**config.mk**
```make
export PLATFORM = sky130hd
export DESIGN_NAME = tw_ctl_slave
export DESIGN_NICKNAME = d
export VERILOG_FILES = /design/src/rtl/tw_pkg.sv /design/src/rtl/tw_sync.sv /design/src/rtl/tw_framer.sv /design/src/rtl/tw_regbank.sv /design/src/rtl/tw_readout.sv /design/src/rtl/tw_ctl_slave.sv
export SDC_FILE = /design/constraint.sdc
export NUM_CORES = 1
export LEC_CHECK = 0
export ABC_AREA = 1
export BUFFER_PORTS_ARGS = -buffer_cell sky130_fd_sc_hd__buf_2
export CAP_MARGIN = 25
export CORE_AREA = 2 2 110 112
export DETAILED_ROUTE_END_ITERATION = 8
export DIE_AREA = 0 0 112 114
export PLACE_DENSITY_LB_ADDON = 0.15
export SYNTH_ARGS = -nofsm -noshare
export SYNTH_HDL_FRONTEND = slang
export SYNTH_SLANG_ARGS = --single-unit
```
**constraint.sdc**
```tcl
create_clock -name clk -period 2.4 [get_ports clk]
set_input_delay 0.6 -clock clk [delete_from_list [all_inputs] [get_ports clk]]
set_output_delay 0.6 -clock clk [all_outputs]
set_load 0.01 [all_outputs]
```
**src/rtl/tw_pkg.sv**
```systemverilog
package tw_pkg;
   typedef enum logic [1:0] {
      XF_DIRECT = 2'b00,
      XF_READ   = 2'b01,
      XF_STATUS = 2'b10,
      XF_NONE   = 2'b11
   } xfer_t;

   localparam int unsigned STATUS_W = 13;
   localparam logic [STATUS_W-1:0] STATUS_RST = 13'h1800;

   // status word field positions
   localparam int unsigned ST_RST   = 0;
   localparam int unsigned ST_CLK   = 1;
   localparam int unsigned ST_FMT   = 3;
   localparam int unsigned ST_DCF   = 6;
   localparam int unsigned ST_IGN   = 7;
   localparam int unsigned ST_OGN   = 8;
   localparam int unsigned ST_POL   = 9;
   localparam int unsigned ST_DSP   = 10;
   localparam int unsigned ST_PWR   = 11;
endpackage

```
**src/rtl/tw_sync.sv**
```systemverilog
module tw_sync #(
   parameter int unsigned W      = 3,
   parameter int unsigned STAGES = 2
) (
   input  logic         clk,
   input  logic         rst_n,
   input  logic [W-1:0] d_i,
   output logic [W-1:0] q_o
);
   logic [W-1:0] stg [STAGES];

   generate
      for (genvar s = 0; s < STAGES; s++) begin : g_stage
         if (s == 0) begin : g_first
            always_ff @(posedge clk or negedge rst_n) begin
               if (!rst_n) stg[0] <= '0;
               else        stg[0] <= d_i;
            end
         end else begin : g_next
            always_ff @(posedge clk or negedge rst_n) begin
               if (!rst_n) stg[s] <= '0;
               else        stg[s] <= stg[s-1];
            end
         end
      end
   endgenerate

   assign q_o = stg[STAGES-1];
endmodule

```
**src/rtl/tw_framer.sv**
```systemverilog
module tw_framer (
   input  logic       clk,
   input  logic       rst_n,
   input  logic       mode_s,
   input  logic       bclk_s,
   input  logic       dat_s,
   output logic       rise_o,
   output logic       phase_chg_o,
   output logic [2:0] bit_cnt_o,
   output logic [7:0] byte_o,
   output logic       byte_stb_o,
   output logic       byte_data_o
);
   logic       bclk_d;
   logic       mode_d;
   logic [7:0] shreg;
   logic [2:0] cnt;

   assign rise_o      = bclk_s & ~bclk_d;
   assign phase_chg_o = mode_s ^ mode_d;
   assign bit_cnt_o   = cnt;

   always_ff @(posedge clk or negedge rst_n) begin
      if (!rst_n) begin
         bclk_d      <= 1'b0;
         mode_d      <= 1'b0;
         shreg       <= '0;
         cnt         <= '0;
         byte_o      <= '0;
         byte_stb_o  <= 1'b0;
         byte_data_o <= 1'b0;
      end else begin
         bclk_d     <= bclk_s;
         mode_d     <= mode_s;
         byte_stb_o <= 1'b0;
         if (phase_chg_o) begin
            // partial byte dropped; a coincident edge starts the new phase
            if (rise_o) begin
               shreg <= {dat_s, 7'b0};
               cnt   <= 3'd1;
            end else begin
               cnt   <= 3'd0;
            end
         end else if (rise_o) begin
            shreg <= {dat_s, shreg[7:1]};
            if (cnt == 3'd7) begin
               byte_o      <= {dat_s, shreg[7:1]};
               byte_stb_o  <= 1'b1;
               byte_data_o <= mode_s;
               cnt         <= 3'd0;
            end else begin
               cnt <= cnt + 3'd1;
            end
         end
      end
   end
endmodule

```
**src/rtl/tw_regbank.sv**
```systemverilog
module tw_regbank
   import tw_pkg::*;
#(
   parameter int unsigned        NUM_DIRECT = 4,
   parameter logic [5:0]         DEV_ADDR   = 6'h05
) (
   input  logic                      clk,
   input  logic                      rst_n,
   input  logic                      byte_stb_i,
   input  logic                      byte_data_i,
   input  logic [7:0]                byte_i,
   output logic                      sel_read_o,
   output logic [NUM_DIRECT*8-1:0]   direct_o,
   output logic [STATUS_W-1:0]       status_o
);
   localparam int unsigned PW = $clog2(NUM_DIRECT + 1);
   localparam logic [PW-1:0] PTR_END = PW'(NUM_DIRECT);

   logic          addr_ok;
   xfer_t         xfer;
   logic [PW-1:0] ptr;
   logic          wr_direct;
   logic          wr_status;

   assign wr_direct  = byte_stb_i & byte_data_i & addr_ok & (xfer == XF_DIRECT);
   assign wr_status  = byte_stb_i & byte_data_i & addr_ok & (xfer == XF_STATUS);
   assign sel_read_o = addr_ok & (xfer == XF_READ);

   always_ff @(posedge clk or negedge rst_n) begin
      if (!rst_n) begin
         addr_ok <= 1'b0;
         xfer    <= XF_NONE;
         ptr     <= '0;
      end else if (byte_stb_i) begin
         if (!byte_data_i) begin
            addr_ok <= (byte_i[7:2] == DEV_ADDR);
            xfer    <= xfer_t'(byte_i[1:0]);
            ptr     <= '0;
         end else if (wr_direct && ptr != PTR_END) begin
            ptr <= ptr + PW'(1);
         end
      end
   end

   generate
      for (genvar g = 0; g < NUM_DIRECT; g++) begin : g_dreg
         always_ff @(posedge clk or negedge rst_n) begin
            if (!rst_n)
               direct_o[g*8 +: 8] <= '0;
            else if (wr_direct && ptr == PW'(g))
               direct_o[g*8 +: 8] <= byte_i;
         end
      end
   endgenerate

   always_ff @(posedge clk or negedge rst_n) begin
      if (!rst_n) begin
         status_o <= STATUS_RST;
      end else if (wr_status) begin
         if (!byte_i[7]) begin
            status_o[ST_RST]        <= byte_i[6];
            status_o[ST_CLK +: 2]   <= byte_i[5:4];
            status_o[ST_FMT +: 3]   <= byte_i[3:1];
            status_o[ST_DCF]        <= byte_i[0];
         end else begin
            status_o[ST_IGN]        <= byte_i[6];
            status_o[ST_OGN]        <= byte_i[5];
            status_o[ST_POL]        <= byte_i[4];
            status_o[ST_DSP]        <= byte_i[3];
            status_o[ST_PWR +: 2]   <= byte_i[1:0];
         end
      end
   end
endmodule

```
**src/rtl/tw_readout.sv**
```systemverilog
module tw_readout #(
   parameter int unsigned PEAK_W = 6
) (
   input  logic              clk,
   input  logic              rst_n,
   input  logic              mode_s,
   input  logic              phase_chg_i,
   input  logic              byte_stb_i,
   input  logic              sel_read_i,
   input  logic [2:0]        bit_cnt_i,
   input  logic [PEAK_W-1:0] peak_i,
   output logic              dat_o,
   output logic              dat_oe
);
   logic [7:0] snap;

   always_ff @(posedge clk or negedge rst_n) begin
      if (!rst_n)
         snap <= '0;
      else if ((phase_chg_i && mode_s) || byte_stb_i)
         snap <= 8'(peak_i);
   end

   assign dat_oe = mode_s & sel_read_i;
   assign dat_o  = dat_oe & snap[bit_cnt_i];
endmodule

```
**src/rtl/tw_ctl_slave.sv**
```systemverilog
module tw_ctl_slave
   import tw_pkg::*;
#(
   parameter int unsigned NUM_DIRECT  = 4,
   parameter int unsigned PEAK_W      = 6,
   parameter int unsigned SYNC_STAGES = 2,
   parameter logic [5:0]  DEV_ADDR    = 6'h05
) (
   input  logic                    clk,
   input  logic                    rst_n,
   input  logic                    ctl_mode_i,
   input  logic                    ctl_clk_i,
   input  logic                    ctl_dat_i,
   input  logic [PEAK_W-1:0]       peak_i,
   output logic                    ctl_dat_o,
   output logic                    ctl_dat_oe,
   output logic [NUM_DIRECT*8-1:0] direct_o,
   output logic [12:0]             status_o,
   output logic                    adc_en_o,
   output logic                    dac_en_o
);
   generate
      if (SYNC_STAGES < 2) begin : g_bad_sync
         $error("SYNC_STAGES must be at least 2");
      end
      if (PEAK_W < 1 || PEAK_W > 8) begin : g_bad_peak
         $error("PEAK_W must be 1..8");
      end
      if (NUM_DIRECT < 1 || NUM_DIRECT > 64) begin : g_bad_num
         $error("NUM_DIRECT must be 1..64");
      end
   endgenerate

   logic [2:0] sync_q;
   logic       mode_s, bclk_s, dat_s;
   logic       rise, phase_chg, byte_stb, byte_data, sel_read;
   logic [2:0] bit_cnt;
   logic [7:0] byte_q;

   tw_sync #(.W(3), .STAGES(SYNC_STAGES)) u_sync (
      .clk   (clk),
      .rst_n (rst_n),
      .d_i   ({ctl_mode_i, ctl_clk_i, ctl_dat_i}),
      .q_o   (sync_q)
   );
   assign {mode_s, bclk_s, dat_s} = sync_q;

   tw_framer u_framer (
      .clk         (clk),
      .rst_n       (rst_n),
      .mode_s      (mode_s),
      .bclk_s      (bclk_s),
      .dat_s       (dat_s),
      .rise_o      (rise),
      .phase_chg_o (phase_chg),
      .bit_cnt_o   (bit_cnt),
      .byte_o      (byte_q),
      .byte_stb_o  (byte_stb),
      .byte_data_o (byte_data)
   );

   tw_regbank #(.NUM_DIRECT(NUM_DIRECT), .DEV_ADDR(DEV_ADDR)) u_regs (
      .clk         (clk),
      .rst_n       (rst_n),
      .byte_stb_i  (byte_stb),
      .byte_data_i (byte_data),
      .byte_i      (byte_q),
      .sel_read_o  (sel_read),
      .direct_o    (direct_o),
      .status_o    (status_o)
   );

   tw_readout #(.PEAK_W(PEAK_W)) u_rd (
      .clk         (clk),
      .rst_n       (rst_n),
      .mode_s      (mode_s),
      .phase_chg_i (phase_chg),
      .byte_stb_i  (byte_stb),
      .sel_read_i  (sel_read),
      .bit_cnt_i   (bit_cnt),
      .peak_i      (peak_i),
      .dat_o       (ctl_dat_o),
      .dat_oe      (ctl_dat_oe)
   );

   assign adc_en_o = status_o[ST_PWR + 1];
   assign dac_en_o = status_o[ST_PWR];
endmodule

```
-- Yosys cells after proc, flatten, opt, wreduce, memory -nomap -nowiden
Cells that the tools add are included.
- bits in registers: 86
- output and inout port bits: 49
- add/subtract/negate cells: 2
- order comparisons: 1
- equality and inequality tests: 9
- multiplexer cells: 14
- bitwise operators: 13
- reduce and logical (&&, ||, !) cells: 15
- operator list (cell ; number):
    $mux W8 ; 3
    $mux W3 ; 5
    $and A1 B1 Y1 ; 8
    $reduce_and A2 Y1 ; 4
    $add A3 B1 Y3 const B ; 2
    $eq A3 B2 Y1 const B ; 2
    $eq A6 B3 Y1 const B ; 1
    $logic_and A1 B1 Y1 ; 6
    $mux W1 ; 5
    $lt A3 B4 Y1 const B ; 1
    $not A1 Y1 ; 4
    $bmux W1 S3 ; 1
    $eq A3 B1 Y1 const B ; 1
    $eq A3 B3 Y1 const B ; 1
    $logic_not A3 Y1 ; 1
    $ne A3 B3 Y1 const B ; 1
    $reduce_and A3 Y1 ; 1
    $eq A2 B1 Y1 const B ; 1
    $eq A2 B2 Y1 const B ; 1
    $logic_not A2 Y1 ; 1
    $ne A2 B1 Y1 const B ; 1
    $reduce_bool A2 Y1 ; 1
    $logic_or A1 B1 Y1 ; 1
    $xor A1 B1 Y1 ; 1

-- Logic depth before layout (Yosys ltp)
- depth in word-level cells: 6
- gate-level depth with buffers: 8

-- By module
From an unflattened synthesis, not the netlist that was laid out.
- cells, all modules: 360
- area total of the unflattened synthesis: 3701.0 µm²
- by module, submodules not included (module ; times used ; cells each ; area an instance (µm²) ; sequential area each (µm²)):
    tw_regbank ; 1 ; 205 ; 2235.9 ; 1281.2
    tw_framer ; 1 ; 101 ; 937.1 ; 550.5
    tw_readout ; 1 ; 43 ; 340.3 ; 150.1
    tw_sync ; 1 ; 9 ; 172.7 ; 150.1
    tw_ctl_slave ; 1 ; 2 ; 15.0 ; 0.0

-- Least setup slack after synthesis
No wires, ideal clock.
- path type: reg2out
- from: register u_framer.cnt[0] (netlist: u_framer.bit_cnt_o[0])
- to: output ctl_dat_o
- arrival: 0.887 ns
- path slack: 0.913 ns
- stages on the path, launching flop included: 7
- path through: dfrtp_1 -> inv_1 -> nand2_1 -> nand3_1 -> nand2_1 -> nand2_1 -> a21oi_1
- cells in the longest elaborated chain, start to end: 3
- ends and longest elaborated chain (what ; line ; RTL):
    start: declaration ; tw_framer.sv:17 ; logic [2:0] cnt;
    start signal: assignment ; tw_framer.sv:52 ; cnt <= cnt + 3'd1;
    $bmux W1 S3 ; tw_readout.sv:25 ; assign dat_o = dat_oe & snap[bit_cnt_i];
    $mux W1 (not written as such) ; tw_readout.sv:25 ;
    $and A1 B1 Y1 ; tw_readout.sv:25 ;
    end: declaration ; tw_ctl_slave.sv:15 ; output logic ctl_dat_o,
Every way passes these cells. The select of a mux whose other input is x is not followed.

-- Worst setup path after layout
Same ends and word-level chain as after synthesis.

==> impl_summary.txt <==
----------------------------------------------------
[Clock tree]
  Number of buffers created by CTS ... 9
  CTS tree ... done
  Number of buffers on the longest clock path ... 2
  Number of buffers inserted by hold repair at cts ... 0
  Clock transition at the registers of the reported paths ... 60 ps
  Clk sink count ... 85
  Post-CTS Repair Setup Buffers ... 0
  Buffer cell driving the clock tree root ... sky130_fd_sc_hd__clkbuf_16
  Worst-Skew Late Latency ... 340 ps
  CTS HTree Levels ... 3
  Count of instances resized after the clock tree is built ... 0

[Critical path]
  Nature of the critical path startpoint ... flip-flop
  Category of the worst setup path capture point ... output pin
  Classification of the worst setup path ... reg -> out
  Library cell appearing most often on the critical path ... sky130_fd_sc_hd__nand2_1
  Required @ worst endpoint ... 1800 ps
  CP cell instances ... inv_1 -> nand2_1 -> nand3_1 -> nand2_1 -> nand2_1 -> a21oi_1 -> buf_2
  Worst-path maximum fanout ... 6
  WP data arrival ... 1480 ps
  Max stage delay on crit path ... 430 ps
  Cell type of the slowest stage on the worst timing path ... sky130_fd_sc_hd__dfrtp_1

[Routing]
  Number of violations reported at the end of detailed-routing iteration 0 ... 122
  1st-pass router iterations ... 4
  Residual DRC count ... 0
  Routed wire length ... 7.35 mm
  Post-detailed-route wirelength per cell ... between 10 and 15 um
  Number of nets with antenna violations after detailed routing ... 0
  Count of vias placed by the detailed router ... between 2000 and 2500
  Average via count per standard cell ... about 4.4

[Cells and area]
  Count of antenna diodes in the layout ... 0
  Final instance count without filler cells ... 538
  Share of post-route cells with drive strength above 1 ... 0.284
  Number of fillers in the final layout ... 1223
  Post-route cell area ... 4150 um^2
  Number of nets in the layout ... approximately 410
  Layout area overhead ... 21.3%

[Synth]
  Most common cell in the netlist ... sky130_fd_sc_hd__dfrtp_1
  Number of enable flip-flop cells after synthesis ... 0
  Synthesized area ... 3420 um^2
  Synth warn ... 0
  Post-synthesis share of cell area spent on and, or, nand and nor gates ... 0.141
  Gate Count Post-Synth ... around 320
  Distinct cell type count of the synthesized netlist ... 26
  Combinational family with the most area after synthesis ... simple AND/OR/NAND/NOR gates
  Library cell occupying the most area in the post-synthesis netlist ... sky130_fd_sc_hd__dfrtp_1
  Yosys top cell area share ... 0.592
  Share of the synthesized area in compound gates (AO/OA/AOI/OAI) ... 0.136
  Share of synthesized registers carrying an async set or reset ... 1.00
  Portion of netlist area occupied by mux cells ... 0.00658
  Post-Synth XOR/XNOR Area ... 0
  Share of synthesized cell area in full adder, half adder and majority cells ... 0.0293
  Largest cells by area after synthesis ... sky130_fd_sc_hd__dfrtp_1 59%, sky130_fd_sc_hd__nand2_1 8.2%, sky130_fd_sc_hd__o21ai_2 4.1%
  List of most frequent post-synthesis cells ... 81 x sky130_fd_sc_hd__dfrtp_1, 75 x sky130_fd_sc_hd__nand2_1, 36 x sky130_fd_sc_hd__inv_1, 21 x sky130_fd_sc_hd__o21ai_1, 18 x sky130_fd_sc_hd__o21ai_0
  Synthesis-stage register bit count ... 85
  Per-instance average area after synthesis ... 10.6 um^2
  Commonest register cell after synthesis ... sky130_fd_sc_hd__dfrtp_1
  Post-synth net total ... about 340
  Share of synthesized area occupied by flip-flops and latches ... 0.623

[Floorplan]
  Die ar. ... 12800 um^2
  Boundary Pins ... 60
  Initial cell density of the core ... 0.292
  # rows ... 40
  Chip width ... 112 um
  Overall die height ... 114 um
  Floorplan Core Area ... 11700 um^2

[Placement]
  Placement-stage cell area ... 3850 um^2
  Final HPWL from detailed placement ... 4.93 mm
  Routability congestion estimate ... roughly 0.76
  Count of placed standard cells including taps ... 522
  Number of port buffers ... 59

[Hold path]
  Hold crit path type ... in -> async

[GRT]
  Wire length of the first global-routing pass ... 12.0 mm
  Vias in the first global route ... 2254
  Leftover overflow at the end of global routing ... 0
  Largest net degree at the start of global routing ... 50
  Antenna violations before repair ... 0
  Combined global-route utilization of all metal layers ... 0.124

[STA]
  Worst relative slew slack ... 0.662
  Max-slew violation total from the final report ... 0
  Final hold slack ... about 220 ps
  Transition time of the tightest slew-check pin ... 506 ps
  Hold violation count in the final report ... 0
  Sum of negative setup slack ... 0 ps
  Final min period ... 2080 ps
  Period Utilization, post-route ... 0.865
  Endpoints failing setup ... 0
  Final Skew ... 3.93 ps
  F_max ... between 0.4 and 0.5 GHz
  Setup repair after global routing missed its margin ... no

[Power and ir drop]
  Pwr per Cell Area ... 721 nW/um^2
  Worst VDD drop ... 0.559 mV
  Static Leakage ... between 2 and 2.5 nW
  Power, Total ... 0.00299 W

[Run]
  Count of maximum capacitance violations ... 0

[Outcome]
  Status ... complete, no violations

----------------------------------------------------
-- sequential cells by signal, indices dropped and copies added (netlist names) --
register	flops
u_framer.bclk_d	1
u_framer.byte_o	8
u_framer.mode_d	1
u_regs.direct_o	32
u_regs.xfer	2
u_sync.q_o	3
u_regs.status_o	13
u_framer.bit_cnt_o	3
u_regs.addr_ok	1
u_sync.stg	3
u_framer.byte_data_o	1
u_rd.snap	6
u_framer.shreg	7
u_regs.ptr	3
u_framer.byte_stb_o	1
-- layout make-up --
type / instances / area [um^2] / share of cell area
tap: 147 / 184 / 0.0443
clock buffer: 13 / 250 / 0.0603
timing repair buffer: 60 / 318 / 0.0766
clock inverter: 3 / 45.0 / 0.0109
multi-input combinational: 190 / 1070 / 0.258
sequential: 85 / 2130 / 0.514
inverter: 40 / 150 / 0.0362
-- cell families (layout without fill, tap and decap cells) --
kind of cell / count (synthesis) / after routing
and+or+nand+nor: 105 / 105
muxes: 2 / 2
DFF: 85 / 85
adders and majority gates: 8 / 8
AOI/OAI and AO/OA: 75 / 75
buffers and inverters: 49 / 116
-- worst paths after layout --
| kind | slack [ps] | depth (start not counted) | startpoint | end |
|---|---|---|---|---|
| worst max register to register | 870 | 6 | u_framer.bit_cnt_o[0] | u_framer.byte_o[7] |
| worst min-delay path | 220 | 1 | rst_n | u_regs.direct_o[18] |
| max in group asynchronous | 1510 | 2 | rst_n | u_regs.xfer[1] |
| worst min register to register | 350 | 0 | u_sync.stg[4] | u_sync.q_o[1] |
| worst max-delay path | 320 | 7 | u_framer.bit_cnt_o[0] | ctl_dat_o |
| min in group clk | 350 | 0 | u_sync.stg[4] | u_sync.q_o[1] |
-- per-layer routing --
metal	GRT usage	up-vias	wire, um
met5	0	-	0
met4	0.0463	0	111
met3	0.0457	17	389
met2	0.186	52	3210
met1	0.167	1116	3640
li1	-	1168	-
-- worst max-delay path, delay by kind of cell, from the launching register on --
family,cells,cell delay (ps)
AOI/OAI and AO/OA,1,150
DFF,1,430
buffers and inverters,2,270
and+or+nand+nor,4,280
-- report_power, final --
part / leakage (nW) / switching (W) / internal, W / total (W)
sequential: 1.13 / 0.0000143 / 0.00146 / 0.00148
clock: 0.136 / 0.000569 / 0.000836 / 0.00140
combinational: 0.749 / 0.0000741 / 0.0000360 / 0.000110
total: 2.02 / 0.000657 / 0.00234 / 0.00299
-- per-stage QoR --
stage | utilization | setup WS [ps]
final | 0.354 | 325
after global routing | 0.354 | 189
after CTS | 0.354 | 315
after detailed placement | 0.329 | 726
after global placement | 0.329 | 778
after floorplan | - | 913
-- cells in the final DEF (no fill, tap or decap), drive strengths merged --
cell type and count:
mux2 2, buf 60, clkbuf 13, nand2 77, o22ai 7, bufinv 1
clkinvlp 2, dfrtp 81, inv 40, dfstp 4, nor2 15, ha 8
o21a 8, nand3 10, a21oi 5, o21ai 55, nand4 3
Note: power is estimated with default switching activity, not from simulation.
